**config.mk**
```make
export PLATFORM = sky130hd
export DESIGN_NAME = desc_report_rings
export DESIGN_NICKNAME = d
export VERILOG_FILES = /design/src/rtl/dring_pkg.sv /design/src/rtl/dring_store.sv /design/src/rtl/dring_word_seq.sv /design/src/rtl/desc_report_rings.sv
export SDC_FILE = /design/constraint.sdc
export NUM_CORES = 1
export LEC_CHECK = 0
export BUFFER_PORTS_ARGS = -buffer_cell sky130_fd_sc_hd__buf_2
export CORE_MARGIN = 1
export CORE_UTILIZATION = 55
export DETAILED_ROUTE_END_ITERATION = 7
export PLACE_DENSITY = 0.84
export SLEW_MARGIN = 40
export SYNTH_ARGS = -nofsm -noshare
export SYNTH_HDL_FRONTEND = slang
export SYNTH_SLANG_ARGS = --single-unit
```
**constraint.sdc**
```tcl
create_clock -name clk -period 6.8 [get_ports clk]
set_input_delay 0 -clock clk [delete_from_list [all_inputs] [get_ports clk]]
set_output_delay 0 -clock clk [all_outputs]
set_load 0.005 [all_outputs]
```
**src/rtl/dring_pkg.sv**
```systemverilog
package dring_pkg;
    localparam int WORD_W  = 32;
    localparam int SLOTS   = 4;
    localparam int IDX_W   = $clog2(SLOTS);
    localparam int ENTRY_W = 4 * WORD_W;

    // status word bit positions, decoded by software
    localparam int ST_RD_LSB  = 4;
    localparam int ST_EMPTY   = 8;
    localparam int ST_FULL    = 9;
    localparam int ST_ERR     = 10;
    localparam int NOTIFY_BIT = 16;

    typedef enum logic [2:0] {
        REG_CTRL      = 3'd0,
        REG_DESC_STAT = 3'd1,
        REG_RPT_STAT  = 3'd2,
        REG_DESC_PUSH = 3'd3,
        REG_RPT_POP   = 3'd4
    } reg_sel_e;

    typedef enum logic [1:0] {
        SEQ_W0 = 2'd0,
        SEQ_W1 = 2'd1,
        SEQ_W2 = 2'd2,
        SEQ_W3 = 2'd3
    } word_pos_e;

    function automatic logic [WORD_W-1:0] pack_status(
        input logic [IDX_W-1:0] wr,
        input logic [IDX_W-1:0] rd,
        input logic             empty,
        input logic             full,
        input logic             err
    );
        logic [WORD_W-1:0] w;
        w = '0;
        w[IDX_W-1:0]                 = wr;
        w[ST_RD_LSB +: IDX_W]        = rd;
        w[ST_EMPTY]                  = empty;
        w[ST_FULL]                   = full;
        w[ST_ERR]                    = err;
        return w;
    endfunction
endpackage

```
**src/rtl/dring_store.sv**
```systemverilog
module dring_store #(
    parameter int WIDTH = 128,
    parameter int SLOTS = 4
) (
    input  logic                     clk,
    input  logic                     rst_n,
    input  logic                     clr,
    input  logic                     push,
    input  logic [WIDTH-1:0]         push_data,
    input  logic                     pop,
    output logic [WIDTH-1:0]         head,
    output logic [$clog2(SLOTS)-1:0] wr_idx,
    output logic [$clog2(SLOTS)-1:0] rd_idx,
    output logic                     full,
    output logic                     empty
);
    localparam int IDX_W = $clog2(SLOTS);
    localparam int CNT_W = $clog2(SLOTS + 1);

    logic [WIDTH-1:0] mem [SLOTS];
    logic [CNT_W-1:0] count;
    logic             do_push;
    logic             do_pop;

    assign full    = (count == CNT_W'(SLOTS));
    assign empty   = (count == '0);
    assign do_push = push && !full;
    assign do_pop  = pop && !empty;
    assign head    = mem[rd_idx];

    always_ff @(posedge clk or negedge rst_n) begin
        if (!rst_n) begin
            wr_idx <= '0;
            rd_idx <= '0;
            count  <= '0;
        end else if (clr) begin
            wr_idx <= '0;
            rd_idx <= '0;
            count  <= '0;
        end else begin
            if (do_push) wr_idx <= wr_idx + 1'b1;
            if (do_pop)  rd_idx <= rd_idx + 1'b1;
            unique case ({do_push, do_pop})
                2'b10:   count <= count + 1'b1;
                2'b01:   count <= count - 1'b1;
                default: count <= count;
            endcase
        end
    end

    always_ff @(posedge clk) begin
        if (do_push && !clr) mem[wr_idx] <= push_data;
    end
endmodule

```
**src/rtl/dring_word_seq.sv**
```systemverilog
module dring_word_seq
    import dring_pkg::*;
(
    input  logic      clk,
    input  logic      rst_n,
    input  logic      clr,
    input  logic      step,
    output word_pos_e pos,
    output logic      last
);
    word_pos_e state, state_nx;

    always_ff @(posedge clk or negedge rst_n) begin
        if (!rst_n)   state <= SEQ_W0;
        else if (clr) state <= SEQ_W0;
        else          state <= state_nx;
    end

    always_comb begin
        state_nx = state;
        if (step) begin
            unique case (state)
                SEQ_W0: state_nx = SEQ_W1;
                SEQ_W1: state_nx = SEQ_W2;
                SEQ_W2: state_nx = SEQ_W3;
                SEQ_W3: state_nx = SEQ_W0;
            endcase
        end
    end

    always_comb begin
        pos  = state;
        last = (state == SEQ_W3);
    end
endmodule

```
**src/rtl/desc_report_rings.sv**
```systemverilog
module desc_report_rings
    import dring_pkg::*;
(
    input  logic        clk,
    input  logic        rst_n,
    input  logic        bus_wr,
    input  logic        bus_rd,
    input  logic [2:0]  bus_addr,
    input  logic [31:0] bus_wdata,
    output logic [31:0] bus_rdata,
    output logic        desc_valid,
    input  logic        desc_ready,
    output logic [63:0] desc_addr,
    output logic [31:0] desc_len,
    output logic [31:0] desc_flags,
    output logic        desc_notify,
    input  logic        rpt_valid,
    output logic        rpt_ready,
    input  logic [63:0] rpt_count,
    input  logic [31:0] rpt_aux,
    input  logic [31:0] rpt_flags
);
    logic               rings_rst;
    logic               desc_err, rpt_err;
    logic [WORD_W-1:0]  stage0, stage1, stage2;

    logic [ENTRY_W-1:0] desc_head, rpt_head;
    logic [IDX_W-1:0]   desc_wr, desc_rd, rpt_wr, rpt_rd;
    logic               desc_full, desc_empty, rpt_full, rpt_empty;
    word_pos_e          desc_pos, rpt_pos;
    logic               desc_last, rpt_last;

    logic ctrl_wr, desc_st_wr, rpt_st_wr;
    logic desc_word_acc, desc_commit, desc_ovf, desc_pop;
    logic rpt_read_acc, rpt_under, rpt_step, rpt_release, rpt_push;

    assign ctrl_wr       = bus_wr && (bus_addr == REG_CTRL);
    assign desc_st_wr    = bus_wr && (bus_addr == REG_DESC_STAT);
    assign rpt_st_wr     = bus_wr && (bus_addr == REG_RPT_STAT);
    assign desc_word_acc = bus_wr && (bus_addr == REG_DESC_PUSH) && !rings_rst;
    assign desc_commit   = desc_word_acc && desc_last;
    assign desc_ovf      = desc_commit && desc_full;
    assign rpt_read_acc  = bus_rd && (bus_addr == REG_RPT_POP) && !rings_rst;
    assign rpt_under     = rpt_read_acc && rpt_empty;
    assign rpt_step      = rpt_read_acc && !rpt_empty;
    assign rpt_release   = rpt_step && rpt_last;

    assign desc_valid  = !desc_empty && !rings_rst;
    assign desc_pop    = desc_valid && desc_ready;
    assign rpt_ready   = !rpt_full && !rings_rst;
    assign rpt_push    = rpt_valid && rpt_ready;

    assign desc_addr   = desc_head[2*WORD_W-1:0];
    assign desc_len    = desc_head[3*WORD_W-1:2*WORD_W];
    assign desc_flags  = desc_head[4*WORD_W-1:3*WORD_W];
    assign desc_notify = desc_flags[NOTIFY_BIT];

    dring_word_seq u_desc_seq (
        .clk(clk), .rst_n(rst_n), .clr(rings_rst), .step(desc_word_acc),
        .pos(desc_pos), .last(desc_last)
    );

    dring_word_seq u_rpt_seq (
        .clk(clk), .rst_n(rst_n), .clr(rings_rst), .step(rpt_step),
        .pos(rpt_pos), .last(rpt_last)
    );

    dring_store #(.WIDTH(ENTRY_W), .SLOTS(SLOTS)) u_desc_ring (
        .clk(clk), .rst_n(rst_n), .clr(rings_rst),
        .push(desc_commit), .push_data({bus_wdata, stage2, stage1, stage0}),
        .pop(desc_pop), .head(desc_head),
        .wr_idx(desc_wr), .rd_idx(desc_rd), .full(desc_full), .empty(desc_empty)
    );

    dring_store #(.WIDTH(ENTRY_W), .SLOTS(SLOTS)) u_rpt_ring (
        .clk(clk), .rst_n(rst_n), .clr(rings_rst),
        .push(rpt_push), .push_data({rpt_flags, rpt_aux, rpt_count}),
        .pop(rpt_release), .head(rpt_head),
        .wr_idx(rpt_wr), .rd_idx(rpt_rd), .full(rpt_full), .empty(rpt_empty)
    );

    always_ff @(posedge clk or negedge rst_n) begin
        if (!rst_n) begin
            rings_rst <= 1'b0;
            desc_err  <= 1'b0;
            rpt_err   <= 1'b0;
            stage0    <= '0;
            stage1    <= '0;
            stage2    <= '0;
        end else begin
            if (ctrl_wr) rings_rst <= bus_wdata[0];

            if (rings_rst)                         desc_err <= 1'b0;
            else if (desc_ovf)                     desc_err <= 1'b1;
            else if (desc_st_wr && bus_wdata[ST_ERR]) desc_err <= 1'b0;

            if (rings_rst)                         rpt_err <= 1'b0;
            else if (rpt_under)                    rpt_err <= 1'b1;
            else if (rpt_st_wr && bus_wdata[ST_ERR])  rpt_err <= 1'b0;

            if (desc_word_acc) begin
                unique case (desc_pos)
                    SEQ_W0:  stage0 <= bus_wdata;
                    SEQ_W1:  stage1 <= bus_wdata;
                    SEQ_W2:  stage2 <= bus_wdata;
                    SEQ_W3:  stage2 <= stage2;
                endcase
            end
        end
    end

    always_comb begin
        bus_rdata = '0;
        if (bus_rd) begin
            unique case (bus_addr)
                REG_CTRL:      bus_rdata = {31'b0, rings_rst};
                REG_DESC_STAT: bus_rdata = pack_status(desc_wr, desc_rd, desc_empty, desc_full, desc_err);
                REG_RPT_STAT:  bus_rdata = pack_status(rpt_wr, rpt_rd, rpt_empty, rpt_full, rpt_err);
                REG_RPT_POP: begin
                    if (rpt_step) begin
                        unique case (rpt_pos)
                            SEQ_W0: bus_rdata = rpt_head[WORD_W-1:0];
                            SEQ_W1: bus_rdata = rpt_head[2*WORD_W-1:WORD_W];
                            SEQ_W2: bus_rdata = rpt_head[3*WORD_W-1:2*WORD_W];
                            SEQ_W3: bus_rdata = rpt_head[4*WORD_W-1:3*WORD_W];
                        endcase
                    end
                end
                default:       bus_rdata = '0;
            endcase
        end
    end
endmodule

```
==> qor.yml, run 1 <==
routing:
  finalWirelength_mm: 98.0
  dr.pass1.iters: 7
  drc_errors: 0
  antenna_left: 0
  viasPerCell: 6.07
  wire_per_inst_microns: 27.4
  vias: 21700
  drtIter0Drc: 2274
placed_design:
  place_congestion: 0.791
  port_buffers: 331
  post-dp-hpwl_mm: 53.5
cts:
  postCtsHoldBufs: 176
  tritoncts: "built"
  cts.repair.resized: 0
  cts_buffers: 105
  cts-root-buf: "clkbuf_16"
  worstSkewPairLatency_ns: 0.67
  postCtsSetupRepairBufs: 0
  clk_pin_slew_ns: 0.06
  h-tree-depth: 3
  clockBufferDepth: 3
  cts_sinks: 1141
worst_setup_path:
  crit-reg2reg-launch: "rings_rst"
  worstSetupStartpointType: "input pin"
  cp_max_fo: 53
  reg2reg_to: "u_desc_ring.mem[3][72]"
  crit_type: "input pin to flip-flop"
  end_kind: "flip-flop"
  worstRegToRegCells: 5
  arrival_ns: 3.87
  crit_required_ns: 7.09
  r2r_slack_ns: 3.45
cells_and_area:
  syn2layout_area_growth_pct: 19.1
  nNetsFinal: 2625
  drive_gt1_share_pct: 34.7
sta:
  fmax_mhz: 280
  setup_tns_ns: 0
  fin_crit_sh_pct: 52.6
  finalCriticalPeriod_ns: 3.58
  worst_pin_slew_ns: 0.843
  rsz0062_at_grt: "no"
  clock_skew_ns: 0.0350
  slew_headroom_pct: 43.3
  drv_slew: 0
  hold_viol: 0
  setup_viol: 0
synthesis:
  synth_common_cells: "1024 x edfxtp_1, 235 x mux4_2, 117 x dfrtp_1, 92 x mux2_2, 56 x nor2_1"
  ys_ff_latch: 1141
  netlist.top_cell.by_area: "edfxtp_1"
  yosysMostFrequentCell: "edfxtp_1"
  postSynth.asyncResetShare_pct: 10.3
  yosys_warnings: 0
  ys_types: 57
  synth_nets: 2069
  synth-edff-count: 1024
  synth_sequential_area_ratio_pct: 78.4
  synth_top_area_share_pct: 71.6
  syn_area_sq_um: 42900
  avgSynthCellArea_sq_um: 22.8
  synth_cells: 1882
  ys_top_cells_by_area: "edfxtp_1 72%, mux4_2 12%, dfrtp_1 6.8%"
  ys.flop_type: "edfxtp_1"
power:
  p_per_area_nw_per_um2: 325
  peakVddDrop_mv: 0.254
  p_leak_nw: 17.3
  p_total_mw: 16.6
run_status:
  outcome: "finished clean"
flow_run:
  maxCapViolCount: 0
global_route:
  grt_pass1_vias: 22800
  grt_usage_pct: 24.7
  grt_max_degree: 96
  antenna_found_initial: 10
  grt_overflow: 0
  grt_pass1_wl_mm: 144
floorplanning:
  die_area_sq_um: 79200
  ios: 332
  core_area_sq_um: 77300
  fp-row-count: 102
  die_x_microns: 281
  initial_core_util_pct: 55.5
  die_h_microns: 281
hold_path:
  whs_endpoint: "u_rpt_ring.mem[2][103]"
  min_from: "rpt_flags[7]"
  min_path_cells: 2
  hold_class: "input pin to flip-flop"
[power by group]
part / internal, mW / switching, mW
logic: 1.04 / 1.06
clock network: 3.38 / 2.55
registers: 8.29 / 0.338
[stage by stage]
step           util [%]  std cells  setup WS (ns)  area, sq um  hold slack [ns]
2_1_floorplan         -       1882           2.35        42900           -0.296
3_3_place_gp       59.0       3184           3.47        45600           0.0310
3_5_place_dp       59.3       3193           3.48        45800           0.0323
4_1_cts            66.1       3563           3.22        51100           0.0502
5_1_grt            66.1       3569           3.06        51200           0.0806
6_report           66.2       3573           3.22        51200           0.0751
[layout make-up]
class                   count  area [sq um]
diodes                      8          20.0
flip-flops and latches   1141         33700
clock inverters            61           634
multi-input cells         631          8700
inverters                  13          48.8
fillers                  4720         26200
repair buffers            546          3930
well taps                1040          1300
clock buffers             133          2840
[worst max-delay path, stage by stage]
cell and delay, ns:
dlygate4sd3_1 0.58, buf_2 0.20, nand4b_4 0.20, dlygate4sd3_1 0.68, nor3_2 0.67, and2_4 0.82
buf_4 0.65
[registers in the layout (all words and copies together), names as in the netlist]
name                flops
desc_err                1
rpt_err                 1
u_desc_ring.count       3
u_rpt_ring.mem        512
stage2                 32
u_rpt_ring.count        3
u_rpt_ring.wr_idx       2
u_desc_ring.wr_idx      2
u_rpt_ring.rd_idx       2
rings_rst               1
u_rpt_seq.pos           2
u_desc_seq.pos          2
u_desc_ring.mem       512
stage1                 32
u_desc_ring.rd_idx      2
stage0                 32
[routing by layer]
layer	part of all wire, %	track usage (%)	up-vias
li1	-	-	8981
met1	37	31.3	11300
met2	52	42.7	1198
met3	8.3	5.15	206
met4	2.9	8.32	8
met5	0.048	0	-
[placed cells by master (no fill, tap or decap), drive strengths merged, types with 3 or more instances in the layout]
cell type / Yosys / final
mux2: 100 / 100
nor3: 5 / 5
o21ai: 11 / 11
dfrtp: 117 / 117
nand4b: 4 / 4
nor4: 7 / 7
and2: 12 / 12
bufinv: 0 / 11
o32ai: 8 / 8
ha: 16 / 16
a222oi: 25 / 25
inv: 12 / 19
buf: 61 / 371
xnor2: 3 / 3
nand3b: 5 / 5
o22ai: 14 / 14
mux4: 235 / 235
xor2: 3 / 3
clkinv: 1 / 37
diode: 0 / 8
nor2: 57 / 57
clkinvlp: 0 / 7
nand2b: 8 / 8
nand2: 9 / 9
o31ai: 3 / 3
mux2i: 44 / 44
clkbuf: 36 / 133
dlygate4sd3: 0 / 175
a21oi: 5 / 5
a22oi: 6 / 6
nor2b: 5 / 5
a211oi: 25 / 25
edfxtp: 1024 / 1024
[how the worst max path moves through the flow]
stage	start	end	slack (ns)	depth (start not counted)
floorplan	rings_rst	u_rpt_ring.mem[0][0]	2.35	3
global placement	u_rpt_ring.count[2]	u_rpt_ring.mem[0][28]	3.47	4
detailed placement	rings_rst	u_desc_ring.mem[2][102]	3.48	5
CTS	u_rpt_ring.rd_idx[0]	bus_rdata[0]	3.22	6
global route	u_rpt_ring.rd_idx[0]	bus_rdata[14]	3.06	6
finish	bus_addr[2]	u_desc_ring.mem[3][72]	3.22	7
[cell families (layout without fill, tap and decap cells)]
logic type               after synthesis  count (layout)  synth area share, %
multiplexers                         379             379                 16.0
buffers and inverters                110             753                 1.43
AO/OA/AOI/OAI                        104             104                 1.88
AND/OR/NAND/NOR                      123             123                 1.56
XOR/XNOR                               7               7                0.178
adder cells (fa/ha/maj)               18              18                0.559
other                                  0               8                    0
flip-flops                          1141            1141                 78.4
No activity file was read; power rests on OpenSTA's default activity.
==> run 2, diff against run 1 <==
==> constraint.sdc (replaced) <==
create_clock -name clk -period 3.7 [get_ports clk]
set_input_delay 0 -clock clk [delete_from_list [all_inputs] [get_ports clk]]
set_output_delay 0 -clock clk [all_outputs]
set_load 0.005 [all_outputs]
==> run 2 against run 1 <==
- sequential cell count is the same
- sequential share of layout area is 0.21 points lower
- routed wire length down 0.42%
- clock skew down 0.0010 ns
- highest routed layer unchanged
- die area stayed put
- via count rose by 0.44%
- largest cell class unchanged
- first-iteration DRC count up 13%
- critical path type is now flip-flop to output pin
- core utilization rose by 0.21 points
- worst hold slack improved by 0.0011 ns
- clock-buffer cell count is 8 higher
- largest power group unchanged
==> qor.yml, run 2 (same netlist as run 1, synthesis figures left out) <==
run_status:
  outcome: "finished clean"
cts:
  tritoncts: "built"
  cts.repair.resized: 0
  worstSkewPairLatency_ns: 0.68
  cts-root-buf: "clkbuf_16"
  clockBufferDepth: 3
  h-tree-depth: 3
  clk_pin_slew_ns: 0.06
  cts_sinks: 1141
  cts_buffers: 105
global_route:
  antenna_found_initial: 8
  grt_pass1_wl_mm: 143
  grt_overflow: 0
  grt_max_degree: 129
  grt_pass1_vias: 22900
  grt_usage_pct: 24.6
routing:
  dr.pass1.iters: 6
  wire_per_inst_microns: 27.3
  antenna_left: 0
  drtIter0Drc: 2577
  vias: 21800
  finalWirelength_mm: 97.6
  drc_errors: 0
  viasPerCell: 6.09
placed_design:
  port_buffers: 331
  dp_slack_ns: 0.806
  placed_cells: 3199
  place_area_sq_um: 46000
  post-dp-hpwl_mm: 53.0
  place_congestion: 0.840
sta:
  clock_skew_ns: 0.0340
  setup_tns_ns: 0
  setup_viol: 0
  hold_viol: 0
  setup_ws_ns: 0.208
  fin_crit_sh_pct: 94.4
  drv_slew: 0
  slew_headroom_pct: 44.3
  finalCriticalPeriod_ns: 3.49
  worst_pin_slew_ns: 0.836
  rsz0062_at_grt: "no"
  fmax_mhz: 286
power:
  p_leak_nw: 17.3
  p_per_area_nw_per_um2: 601
  p_total_mw: 30.9
  peakVddDrop_mv: 0.620
floorplanning:
  core_area_sq_um: 77300
  die_x_microns: 281
  die_area_sq_um: 79200
  die_h_microns: 281
  fp-row-count: 102
  ios: 332
  initial_core_util_pct: 55.5
cells_and_area:
  drive_gt1_share_pct: 34.9
  syn2layout_area_growth_pct: 19.5
  layout_common_cells: "1024 x edfxtp_1, 330 x buf_2, 235 x mux4_2, 177 x dlygate4sd3_1, 113 x dfrtp_1"
  reg_top3: "u_desc_ring.mem x512, u_rpt_ring.mem x512"
  fin_cells: 3574
  nNetsFinal: 2631
  final_common_cell: "edfxtp_1"
  finalInstanceArea_sq_um: 51300
worst_setup_path:
  arrival_ns: 3.49
  cp_max_fo: 81
  end_kind: "output pin"
  crit_required_ns: 3.70
  crit_type: "flip-flop to output pin"
  worstSetupStartpointType: "flip-flop"
flow_run:
  maxCapViolCount: 0
hold_path:
  hold_class: "input pin to flip-flop"
## run 2: metal layers
layer	up-vias	share of wire [%]	wire, microns	track usage (%)
met3	217	8.9	8640	5.41
met1	11300	36	35500	31.3
met4	12	3.2	3090	9.20
met5	-	0.082	80	0
met2	1255	51	50200	41.8
li1	9006	-	-	-
## run 2: area by class of cell
| class | count | area, sq um |
|---|---|---|
| multi-input combinational | 631 | 8680 |
| antenna | 5 | 12.5 |
| timing repair buffer | 552 | 4040 |
| sequential | 1141 | 33700 |
| tap | 1040 | 1300 |
| clock inverter | 51 | 673 |
| clock buffer | 141 | 2880 |
| inverter | 13 | 48.8 |
| fill | 4687 | 26000 |
## run 2: metrics by stage
stage	utilization, %	hold WS, ns
after global routing	66.4	0.0686
after detailed placement	59.4	0.104
after CTS	66.3	0.0389
after floorplan	-	-0.296
after global placement	59.4	0.202
final	66.4	0.0763
## run 2: critical path, stage by stage (launching register included)
cell and delay (ns):
dfrtp_4 0.77, buf_12 0.45, mux4_2 0.43, a222oi_1 0.67
a211oi_1 0.20, buf_2 0.18
## run 2: power by group
group,total [mW],switching [mW],internal [mW]
logic,3.83,1.88,1.95
registers,15.9,0.683,15.2
clock network,11.1,4.72,6.40
total,30.9,7.28,23.6
## run 2: worst paths after layout
kind                                 startpoint                     end  slack, ns  cells after the start
hold / removal                    rpt_flags[14]  u_rpt_ring.mem[1][110]       0.08                      2
setup / recovery           u_rpt_ring.rd_idx[1]           bus_rdata[14]       0.21                      5
hold reg to reg                      stage1[28]  u_desc_ring.mem[0][60]       0.50                      0
max in group asynchronous                 rst_n              stage2[16]       2.21                      4
setup reg to reg                      rings_rst     u_rpt_ring.count[1]       0.42                      9
min in group asynchronous                 rst_n              stage0[16]       0.38                      3
## run 2: timing repair
item,4_1_cts,5_1_grt
buffers inserted,0,0
hold buffers,177,0
endpoints found under the hold margin,845,0
